$ cat config.mk
export PLATFORM = sky130hd
export DESIGN_NAME = vint_ctrl
export DESIGN_NICKNAME = d
export VERILOG_FILES = /design/src/rtl/irqc_pkg.sv /design/src/rtl/irqc_pin_edge.sv /design/src/rtl/irqc_pend.sv /design/src/rtl/irqc_arb.sv /design/src/rtl/vint_ctrl.sv
export SDC_FILE = /design/constraint.sdc
export NUM_CORES = 1
export LEC_CHECK = 0
export ABC_CLOCK_PERIOD_IN_PS = 1900
export BUFFER_PORTS_ARGS = -buffer_cell sky130_fd_sc_hd__buf_4
export CAP_MARGIN = 0
export CORE_ASPECT_RATIO = 1.4
export CORE_MARGIN = 3
export CORE_UTILIZATION = 52
export CTS_CLUSTER_DIAMETER = 200
export DETAILED_ROUTE_END_ITERATION = 6
export GPL_TIMING_DRIVEN = 0
export PLACE_DENSITY = 0.76
export SYNTH_ARGS = -nofsm -noshare
export SYNTH_HDL_FRONTEND = slang
export SYNTH_SLANG_ARGS = --single-unit
$ cat constraint.sdc
create_clock -name clk -period 1.9 [get_ports clk]
set_clock_uncertainty 0.05 [all_clocks]
set_input_delay 0.095 -clock clk [delete_from_list [all_inputs] [get_ports clk]]
set_output_delay 0.095 -clock clk [all_outputs]
set_load 0.01 [all_outputs]
$ cat src/rtl/irqc_pkg.sv
// Package: shared constants for the vectored interrupt controller.
// Assumes a fixed twelve-source map; the vector is derived from the source index.
package irqc_pkg;

    localparam int NUM_SRC   = 12;
    localparam int SRC_IDX_W = $clog2(NUM_SRC);
    localparam int VEC_W     = 14;

    // Source indices, in priority order (lowest index wins).
    localparam int SRC_BUSRST = 0;
    localparam int SRC_TAP0   = 1;
    localparam int SRC_TAP1   = 2;
    localparam int SRC_EP0    = 3;
    localparam int NUM_EP     = 5;
    localparam int SRC_HUB    = 8;
    localparam int SRC_DAC    = 9;
    localparam int SRC_GPIO   = 10;
    localparam int SRC_I2C    = 11;

    // Register addresses.
    localparam logic [7:0] ADDR_GMASK0 = 8'h04;
    localparam logic [7:0] ADDR_GPOL   = 8'h08;
    localparam logic [7:0] ADDR_SYSEN  = 8'h20;
    localparam logic [7:0] ADDR_EPEN   = 8'h21;
    localparam logic [7:0] ADDR_VEC    = 8'h23;
    localparam logic [7:0] ADDR_DMASK  = 8'h31;
    localparam logic [7:0] ADDR_DPOL   = 8'h32;

    // Vector address of a source: two bytes per entry, table starting at 2.
    function automatic logic [VEC_W-1:0] vec_of(input logic [SRC_IDX_W-1:0] idx);
        return (VEC_W'(idx) + VEC_W'(1)) << 1;
    endfunction

endpackage

$ cat src/rtl/irqc_pin_edge.sv
// Module: irqc_pin_edge
// Synchronises a group of asynchronous pins through STAGES flops, keeps
// one more flop of history, and reports a masked edge of the chosen polarity.
// Assumes pins change no faster than the synchroniser can follow.
module irqc_pin_edge #(
    parameter int W      = 8,
    parameter int STAGES = 2
) (
    input  logic         clk,
    input  logic         rst_n,
    input  logic [W-1:0] pin,
    input  logic [W-1:0] pol,     // 0 rising, 1 falling
    input  logic [W-1:0] mask,    // 1 = pin may raise an event
    output logic         evt
);

    logic [STAGES:0][W-1:0] sh;
    logic [W-1:0]           cur;
    logic [W-1:0]           prv;
    logic [W-1:0]           hit;

    // Shift pins through synchroniser plus one history stage.
    always_ff @(posedge clk) begin
        if (!rst_n) sh <= '0;
        else        sh <= {sh[STAGES-1:0], pin};
    end

    assign cur = sh[STAGES-1];
    assign prv = sh[STAGES];

    // Select the edge direction per pin and apply the pin mask.
    always_comb begin
        hit = ((cur & ~prv & ~pol) | (~cur & prv & pol)) & mask;
        evt = |hit;
    end

endmodule

$ cat src/rtl/irqc_pend.sv
// Module: irqc_pend
// One pending flag per source; set has priority over clear in the same cycle.
// Assumes set and clear are single-cycle qualified pulses.
module irqc_pend #(
    parameter int N = 12
) (
    input  logic         clk,
    input  logic         rst_n,
    input  logic [N-1:0] set,
    input  logic [N-1:0] clr,
    output logic [N-1:0] pend
);

    // Update each flag: clear first, then let a new event win.
    always_ff @(posedge clk) begin
        if (!rst_n) pend <= '0;
        else        pend <= (pend & ~clr) | set;
    end

endmodule

$ cat src/rtl/irqc_arb.sv
// Module: irqc_arb
// Fixed-priority arbiter: the lowest set bit of req wins.
// Assumes req is already qualified by the per-source enables.
module irqc_arb #(
    parameter int N  = 12,
    parameter int IW = $clog2(N)
) (
    input  logic [N-1:0]  req,
    output logic          valid,
    output logic [IW-1:0] idx,
    output logic [N-1:0]  grant
);

    // Scan from the top down so the lowest index is the last one kept.
    always_comb begin
        valid = |req;
        idx   = '0;
        for (int i = N - 1; i >= 0; i--) begin
            if (req[i]) idx = IW'(i);
        end
        grant = '0;
        if (valid) grant[idx] = 1'b1;
    end

endmodule

$ cat src/rtl/vint_ctrl.sv
// Module: vint_ctrl (top)
// Collects pin, timer and peripheral events into pending flags, arbitrates
// the enabled ones and presents a vectored request with acknowledge.
// Assumes strobes and taps are synchronous to clk; pins are asynchronous.
module vint_ctrl
    import irqc_pkg::*;
#(
    parameter int DAC_W       = 8,
    parameter int GPIO_PORTS  = 4,
    parameter int PORT_W      = 8,
    parameter int GPIO_LAST_W = 5,
    parameter int SYNC_STAGES = 2
) (
    input  logic        clk,
    input  logic        rst_n,
    input  logic [7:0]  dac_pin,
    input  logic [28:0] gpio_pin,
    input  logic [1:0]  tmr_tap,
    input  logic        usb_rst_stb,
    input  logic [4:0]  ep_stb,
    input  logic        hub_stb,
    input  logic        i2c_stb,
    input  logic [7:0]  reg_addr,
    input  logic        reg_wr,
    input  logic [7:0]  reg_wdata,
    input  logic        reg_rd,
    output logic [7:0]  reg_rdata,
    output logic        irq_req,
    output logic [13:0] irq_vec,
    input  logic        irq_ack,
    input  logic        irq_reti
);

    localparam int GPIO_W = PORT_W * (GPIO_PORTS - 1) + GPIO_LAST_W;

    logic [6:0]          sys_en_q;
    logic                gie_q;
    logic [NUM_EP-1:0]   ep_en_q;
    logic [DAC_W-1:0]    dmask_q;
    logic [DAC_W-1:0]    dpol_q;
    logic [GPIO_PORTS-1:0] gpol_q;
    logic [GPIO_W-1:0]   gmask;
    logic [GPIO_W-1:0]   gpol_pin;
    logic [1:0]          tap_q;
    logic                dac_evt;
    logic                gpio_evt;
    logic [NUM_SRC-1:0]  src_set;
    logic [NUM_SRC-1:0]  src_clr;
    logic [NUM_SRC-1:0]  src_en;
    logic [NUM_SRC-1:0]  pend_q;
    logic [NUM_SRC-1:0]  grant;
    logic                win_valid;
    logic [SRC_IDX_W-1:0] win_idx;
    logic [VEC_W-1:0]    win_vec;
    logic                ack_take;
    logic                rd_take;

    // Write decode for register targets owned by the top.
    function automatic logic hit_wr(input logic [7:0] a);
        return reg_wr && (reg_addr == a);
    endfunction

    // Source enables (0x20 bits 6:0), endpoint enables and analog pin config.
    always_ff @(posedge clk) begin
        if (!rst_n) begin
            sys_en_q <= '0;
            ep_en_q  <= '0;
            dmask_q  <= '0;
            dpol_q   <= '0;
            gpol_q   <= '0;
        end else begin
            if (hit_wr(ADDR_SYSEN)) sys_en_q <= reg_wdata[6:0];
            if (hit_wr(ADDR_EPEN))  ep_en_q  <= reg_wdata[NUM_EP-1:0];
            if (hit_wr(ADDR_DMASK)) dmask_q  <= reg_wdata[DAC_W-1:0];
            if (hit_wr(ADDR_DPOL))  dpol_q   <= reg_wdata[DAC_W-1:0];
            if (hit_wr(ADDR_GPOL))  gpol_q   <= reg_wdata[GPIO_PORTS-1:0];
        end
    end

    // Global enable: acknowledge beats return, return beats a register write.
    always_ff @(posedge clk) begin
        if (!rst_n)                  gie_q <= 1'b0;
        else if (ack_take)           gie_q <= 1'b0;
        else if (irq_reti)           gie_q <= 1'b1;
        else if (hit_wr(ADDR_SYSEN)) gie_q <= reg_wdata[7];
    end

    // Per-port pin masks and fanned-out per-pin polarity.
    for (genvar p = 0; p < GPIO_PORTS; p++) begin : g_port
        localparam int PW = (p == GPIO_PORTS - 1) ? GPIO_LAST_W : PORT_W;
        logic [PW-1:0] pmask_q;

        // Capture this port's mask when its address is written.
        always_ff @(posedge clk) begin
            if (!rst_n)                              pmask_q <= '0;
            else if (hit_wr(ADDR_GMASK0 + 8'(p)))    pmask_q <= reg_wdata[PW-1:0];
        end

        assign gmask[p*PORT_W +: PW]    = pmask_q;
        assign gpol_pin[p*PORT_W +: PW] = {PW{gpol_q[p]}};
    end

    irqc_pin_edge #(.W(DAC_W), .STAGES(SYNC_STAGES)) u_dac_edge (
        .clk (clk), .rst_n (rst_n), .pin (dac_pin[DAC_W-1:0]),
        .pol (dpol_q), .mask (dmask_q), .evt (dac_evt)
    );

    irqc_pin_edge #(.W(GPIO_W), .STAGES(SYNC_STAGES)) u_gpio_edge (
        .clk (clk), .rst_n (rst_n), .pin (gpio_pin[GPIO_W-1:0]),
        .pol (gpol_pin), .mask (gmask), .evt (gpio_evt)
    );

    // Timer tap history for 0-to-1 detection.
    always_ff @(posedge clk) begin
        if (!rst_n) tap_q <= '0;
        else        tap_q <= tmr_tap;
    end

    // Map events and enables onto the source order.
    always_comb begin
        src_set = '0;
        src_set[SRC_BUSRST]                = usb_rst_stb;
        src_set[SRC_TAP0]                  = tmr_tap[0] & ~tap_q[0];
        src_set[SRC_TAP1]                  = tmr_tap[1] & ~tap_q[1];
        src_set[SRC_EP0 +: NUM_EP]         = ep_stb;
        src_set[SRC_HUB]                   = hub_stb;
        src_set[SRC_DAC]                   = dac_evt;
        src_set[SRC_GPIO]                  = gpio_evt;
        src_set[SRC_I2C]                   = i2c_stb;

        src_en = '0;
        src_en[SRC_BUSRST]                 = sys_en_q[0];
        src_en[SRC_TAP0]                   = sys_en_q[1];
        src_en[SRC_TAP1]                   = sys_en_q[2];
        src_en[SRC_EP0 +: NUM_EP]          = ep_en_q;
        src_en[SRC_HUB]                    = sys_en_q[3];
        src_en[SRC_DAC]                    = sys_en_q[4];
        src_en[SRC_GPIO]                   = sys_en_q[5];
        src_en[SRC_I2C]                    = sys_en_q[6];
    end

    irqc_arb #(.N(NUM_SRC), .IW(SRC_IDX_W)) u_arb (
        .req (pend_q & src_en), .valid (win_valid), .idx (win_idx), .grant (grant)
    );

    // Clear the winner on an accepted acknowledge or a pending-vector read.
    always_comb begin
        win_vec  = win_valid ? vec_of(win_idx) : '0;
        ack_take = irq_ack && irq_req;
        rd_take  = reg_rd && (reg_addr == ADDR_VEC);
        src_clr  = grant & {NUM_SRC{ack_take | rd_take}};
    end

    irqc_pend #(.N(NUM_SRC)) u_pend (
        .clk (clk), .rst_n (rst_n), .set (src_set), .clr (src_clr), .pend (pend_q)
    );

    assign irq_req = gie_q && win_valid;
    assign irq_vec = win_vec;

    // Read mux; write-only registers read as zero.
    always_comb begin
        reg_rdata = '0;
        if (reg_rd) begin
            case (reg_addr)
                ADDR_SYSEN: reg_rdata = {gie_q, sys_en_q};
                ADDR_EPEN:  reg_rdata = 8'(ep_en_q);
                ADDR_VEC:   reg_rdata = win_vec[7:0];
                default:    reg_rdata = '0;
            endcase
        end
    end

endmodule

==> Word level (Yosys, flattened, before mapping) <==
Cells that the tools add are included.
W data, S select, Z words.
{ "word_totals": {"reg_bits": 187, "elab_cells": 98, "input_bits": 69, "out_inout_bits": 23} }
{ "classes": {"n_mux": 20, "order_cmp": 2, "add_sub_neg": 1, "eq_ne": 10, "n_reduce_logical": 18, "bitwise_logic": 29} }
{ "op_table": {"columns": ["cell", "count"], "rows": [
  ["$and A29 B29 Y29", 5],
  ["$not A29 Y29", 3],
  ["$mux W4", 12],
  ["$and A8 B8 Y8", 5],
  ["$eq A8 B6 Y1 const B", 5],
  ["$and A12 B12 Y12", 3],
  ["$eq A8 B3 Y1 const B", 4],
  ["$or A29 B29 Y29", 1],
  ["$reduce_or A29 Y1", 1],
  ["$not A8 Y8", 3],
  ["$pmux W8 S3", 1],
  ["$logic_and A1 B1 Y1", 13],
  ["$mux W12", 1],
  ["$not A12 Y12", 1],
  ["$or A12 B12 Y12", 1],
  ["$reduce_or A12 Y1", 1],
  ["$eq A8 B4 Y1 const B", 1],
  ["$mux W8", 1],
  ["$or A8 B8 Y8", 1],
  ["$reduce_or A8 Y1", 1],
  ["$mux W6", 1],
  ["$add A4 B1 Y5 const B", 1],
  ["$lt A4 B5 Y1 const B", 1],
  ["$demux W1 S4", 1],
  ["7 further kinds", 12]
]} }

==> Longest topological paths before layout <==
{ "depth": {"ltp_word": 22, "ltp_mapped": 9} }

==> Hierarchy <==
A second synthesis with hierarchy kept.
{ "unflattened": {"cells_unflattened": 730, "hier_area_um2": 7434.6} }
{ "modules_own_cells": {"columns": ["module", "area_per_inst_um2", "cells_per_inst", "instances"], "rows": [
  ["irqc_pin_edge at u_gpio_edge", 3010.4, 272, 1],
  ["vint_ctrl", 2945.3, 305, 1],
  ["irqc_pin_edge at u_dac_edge", 832.0, 77, 1],
  ["irqc_pend", 416.6, 37, 1],
  ["irqc_arb", 230.2, 39, 1]
]} }

==> Worst setup path before layout <==
OpenSTA, ideal clock, no wires.
{ "synth_path": {"kind": "flip-flop to output port", "from": "register u_pend.pend[4]", "to": "output reg_rdata[2]", "arrival_ns": 2.037, "path_stages_with_launch": 9, "path_slack_ns": -0.282, "cell_sequence": "dfxtp_1 -> a22oi_1 -> nand2_1 -> o2111a_1 -> a211oi_1 -> inv_1 -> ha_1 -> o22a_1 -> nor2_1"} }
{ "synth_via": {"elab_chain_cells": 10} }
{ "synth_lines": {"columns": ["item", "line_no", "text"], "rows": [
  ["start: declaration", "irqc_pend.sv:11", "output logic [N-1:0] pend"],
  ["start signal: assignment", "irqc_pend.sv:17", "else pend <= (pend & ~clr) | set;"],
  ["$and A12 B12 Y12 (*)", "vint_ctrl.sv:143", ".req (pend_q & src_en), .valid (win_valid), .idx (win_idx), .grant (grant)"],
  ["$mux W4 (5 in series)", "irqc_arb.sv:19", "if (req[i]) idx = IW'(i);"],
  ["$add A4 B1 Y5", "irqc_pkg.sv:31", "return (VEC_W'(idx) + VEC_W'(1)) << 1;"],
  ["$mux W6 (*)", "vint_ctrl.sv:148", "win_vec = win_valid ? vec_of(win_idx) : '0;"],
  ["$pmux W8 S3 (*)", "vint_ctrl.sv:165", "case (reg_addr)"],
  ["$mux W8 (*)", "vint_ctrl.sv:164", "if (reg_rd) begin"],
  ["end: declaration", "vint_ctrl.sv:27", "output logic [7:0] reg_rdata,"]
]} }
Mark *: on every way between the ends. The rest lies on a longest branch, timed or not.

==> Worst setup path after layout <==
{ "layout_path": {"from": "register ep_en_q[1]", "to": "output irq_vec[3]"} }
{ "layout_via": {"elab_chain_cells": 8} }
{ "layout_lines": {"columns": ["item", "line_no", "text"], "rows": [
  ["start: declaration", "vint_ctrl.sv:38", "logic [NUM_EP-1:0] ep_en_q;"],
  ["start signal: assignment", "vint_ctrl.sv:73", "if (hit_wr(ADDR_EPEN)) ep_en_q <= reg_wdata[NUM_EP-1:0];"],
  ["$and A12 B12 Y12 (*)", "vint_ctrl.sv:143", null],
  ["$mux W4 (5 in series)", "irqc_arb.sv:19", null],
  ["$add A4 B1 Y5", "irqc_pkg.sv:31", null],
  ["$mux W6 (*)", "vint_ctrl.sv:148", null],
  ["end: declaration", "vint_ctrl.sv:29", "output logic [13:0] irq_vec,"]
]} }
Marked as above.

==> impl_metrics.csv <==
group,metric,value,unit
placement,port_buffers,74,
die,rows,50,
die,dieWidth,106.2,um
cells_and_area,antennaDiodeCount,0,
cells_and_area,final_nets,1003,
critical_path,rr_worst_depth,11,
global_routing,antenna_found_initial,0,
critical_path,cp.arrival,2.42,ns
drt,dr_total_vias,5963,
placement,gp_congestion,0.9021,
drt,wl_met1,7095,um
critical_path,crit_fanout,4,
cts,cts_buffers,17,
global_routing,grt_pass1_wl,28080,um
yosys,postSynthCellCount,759,
sta,slew_headroom,53.60,%
yosys,synth_cell_type_count,47,
cells_and_area,areaGrowthSynthToFinish,32.39,%
drt,dr_wl_met3,852,um
yosys,synth-seq-cells,187,
cts,clock-sinks,187,
drt,wl_per_cell,16.27,um
sta,drv_slew,0,
yosys,yosys_warnings,0,
yosys,syn_avg_cell_area,9.629,sq um
pwr,power_frac_seq,49.8,%
global_routing,grt_max_degree,19,
cts,root_buffer,"clkbuf_16",
die,ioPinCount,92,
cts,h-tree-depth,4,
critical_path,start_kind,"flop",
critical_path,crit_path_end_kind,"output port",
cells_and_area,drive_gt1_share,19.94,%
pwr,p_per_area,850.3,nW/um^2
cells_and_area,nFillCells,969,
placement,dp_hpwl,12320,um
critical_path,path_class,"flop to output port",
cts,cts_tree,"built",
run,maxCapViolations,0,
critical_path,slowest_stage,"dfxtp_4",
sta,finalCriticalPeriod,2.567,ns
sta,setup-tns-final,-6.183,ns
drt,routed-wl-met2,9498,um
die,core_area,13580,sq um
global_routing,track_usage,22.82,%
pwr,comb_power_share,6.1,%
drt,maxUsedRoutingLayer,"met4",
critical_path,path_cells,"a22oi_2 > nand2_1 > o2111a_2 > a211oi_4 > ha_4 > buf_6 > a21oi_2 > a31oi_2 > buf_4",
sta,timing.final.crit_share,135.1,%
status,status,"complete, but fails checks",
pwr,intPower,6352,uW
drt,drc,0,
cts,clk-insertion-delay-late,0.42,ns
drt,drt_iter0_drc,282,
min_path,worstHoldPathCells,2,
cts,clk_path_buf_depth,2,
critical_path,cp_data_required_time,1.75,ns
pwr,netSwitchingFraction,22.79,%
yosys,synth_ff_type,"dfxtp_1",
pwr,p_leak,0.004026,uW
pwr,irDropWorstVdd,0.0006905,V
die,start_util,53.83,%
cts,cts.clk_slew.worst_paths,0.07,ns
pwr,switchingPower,1875,uW
drt,antenna_left,0,
yosys,yosysSeqAreaShare,51.22,%
sta,holdWs,0.03659,ns
sta,grt_setup_unrepaired,"yes",
sta,setup_slack,-0.6673,ns
die,fp.dieH,146.3,um
die,die_area,15530,sq um
pwr,clkPwrFrac,44.1,%
sta,worstMarginPinSlew,0.6960,ns
sta,setup_viol,19,
critical_path,cp_slowest_stage_delay,0.36,ns
yosys,synth_edf_count,0,
yosys,synth_area,7308,sq um
sta,fmax,389.5,MHz
drt,drtPass1Iterations,5,
min_path,hold_path.class,"input pin to flop",
sta,hold_violations,0,
drt,via_per_inst,5.300,
global_routing,grt_pass1_vias,5826,
yosys,async_reset_ff_share,0,%
drt,wl,18300,um
pwr,power,8227,uW
global_routing,overflow,0,
status,failed_checks,"negative setup slack",
==> per-layer routing <==
| layer | up-vias | track usage, % |
|---|---|---|
| met1 | 2804 | 24.81 |
| met2 | 194 | 42.39 |
| met4 | 0 | 10.05 |
| met5 | - | 0 |
| li1 | 2905 | - |
| met3 | 60 | 4.246 |
==> power by group through the flow <==
| stage | registers, uW | logic [uW] | clock network [uW] |
|---|---|---|---|
| 3_3_place_gp | 4180 | 392 | 0 |
| 5_1_grt | 4100 | 549 | 3820 |
| 2_1_floorplan | 4160 | 226 | 0 |
| 3_5_place_dp | 4180 | 404 | 0 |
| 4_1_cts | 4090 | 496 | 3660 |
| 6_report | 4090 | 504 | 3630 |
==> flip-flops by register name, summed over array words and instances, names as in the netlist, 8 cells and up <==
signal and count:
dmask_q 8, u_dac_edge.prv 8, u_gpio_edge.sh 29, u_dac_edge.cur 8, u_pend.pend 12, u_gpio_edge.prv 29, u_gpio_edge.cur 29, dpol_q 8
u_dac_edge.sh 8, g_port.pmask_q 29
==> area by class of cell <==
cell class                 instances  area [sq um]  share of cell area (%)
sequential                       187          3760                   38.86
multi-input combinational        533          3590                   37.10
timing repair buffer             143          1231                   12.72
clock buffer                      18         439.2                   4.539
buffer                            45         239.0                   2.470
tap                              182         227.7                   2.354
clock inverter                    14         177.7                   1.836
inverter                           3         11.26                  0.1164
==> what timing repair did <==
| item | CTS | global route |
|---|---|---|
| hold buffers | 51 | 0 |
| gates resized for setup | 44 | 32 |
| hold endpoints to repair | 62 | 0 |
| pin swaps | 11 | 12 |
| buffers inserted | 8 | 12 |
| setup endpoints to repair | 22 | 21 |
==> per-stage QoR <==
stage          setup slack, ns  area, sq um  utilization [%]  std cells
6_report               -0.6673         9676            71.27       1125
5_1_grt                -0.7082         9676            71.27       1125
3_3_place_gp           -0.4140         8138            59.94       1024
2_1_floorplan         -0.04952         7355                -        768
4_1_cts                -0.6192         9485            69.87       1115
3_5_place_dp           -0.4491         8138            59.94       1024
==> cell usage after synthesis, drive strengths merged, types with 6 or more instances <==
| cell | n | area [sq um] |
|---|---|---|
| nand4 | 11 | 68.82 |
| a21boi | 18 | 135.1 |
| a21oi | 16 | 80.08 |
| buf | 14 | 97.59 |
| nand2b | 10 | 62.56 |
| dfxtp | 187 | 3744 |
| mux2i | 50 | 500.5 |
| o22ai | 9 | 56.30 |
| clkbuf | 31 | 116.4 |
| and2 | 118 | 738.2 |
| o21ai | 19 | 95.09 |
| nand3 | 20 | 112.6 |
| or4bb | 6 | 67.56 |
| nor2 | 26 | 97.59 |
| a22oi | 18 | 135.1 |
| nand2 | 85 | 319.1 |
| nor2b | 61 | 381.6 |
| nand4b | 11 | 96.34 |
==> layout by cell type (no fill, tap or decap), types with 6 or more instances in the layout <==
cell type / synthesis / layout
nand2_1: 85 / 77
a21boi_0: 17 / 15
dlygate4sd3_1: 0 / 51
o22ai_1: 9 / 9
or4bb_1: 6 / 6
a22oi_1: 18 / 13
nand2b_1: 10 / 10
o21ai_0: 19 / 18
conb_1: 1 / 10
buf_4: 11 / 96
nand2_2: 0 / 7
nand4_1: 11 / 11
nor2_1: 26 / 23
dfxtp_1: 187 / 182
mux2i_1: 50 / 50
nor2b_1: 61 / 61
a21oi_1: 16 / 11
clkbuf_16: 0 / 17
nand4b_1: 11 / 11
and2_1: 118 / 117
buf_6: 0 / 8
clkbuf_1: 31 / 27
nand3_1: 19 / 19
==> worst paths after layout <==
| path | endpoint | slack, ns | start |
|---|---|---|---|
| max reg2reg | u_pend.pend[1]$_SDFF_PN0_ | -0.30 | ep_en_q[1]$_SDFFE_PN0P_ |
| min reg2reg | u_gpio_edge.cur[24]$_SDFF_PN0_ | 0.38 | u_gpio_edge.sh[24]$_SDFF_PN0_ |
| max | irq_vec[3] | -0.67 | ep_en_q[1]$_SDFFE_PN0P_ |
| min | ep_en_q[3]$_SDFFE_PN0P_ | 0.04 | rst_n |
==> cell families (layout without fill, tap and decap cells) <==
group	Yosys count	after routing	share of synthesized area, %
simple gates	367	367	28.61
flops	187	187	51.22
compound gates	100	100	9.228
mux	51	51	7.002
buf+inv	48	223	3.082
fa+ha+maj	4	4	0.6848
other cells	1	10	0.05131
xor+xnor	1	1	0.1199
==> worst max-delay path: cells and delay by family (launching register included) <==
family          cells  cell delay [ns]
compound gates      5             1.04
fa+ha+maj           1             0.22
flops               1             0.36
buf+inv             2             0.27
simple gates        1             0.10
(Power assumes the default switching activity.)
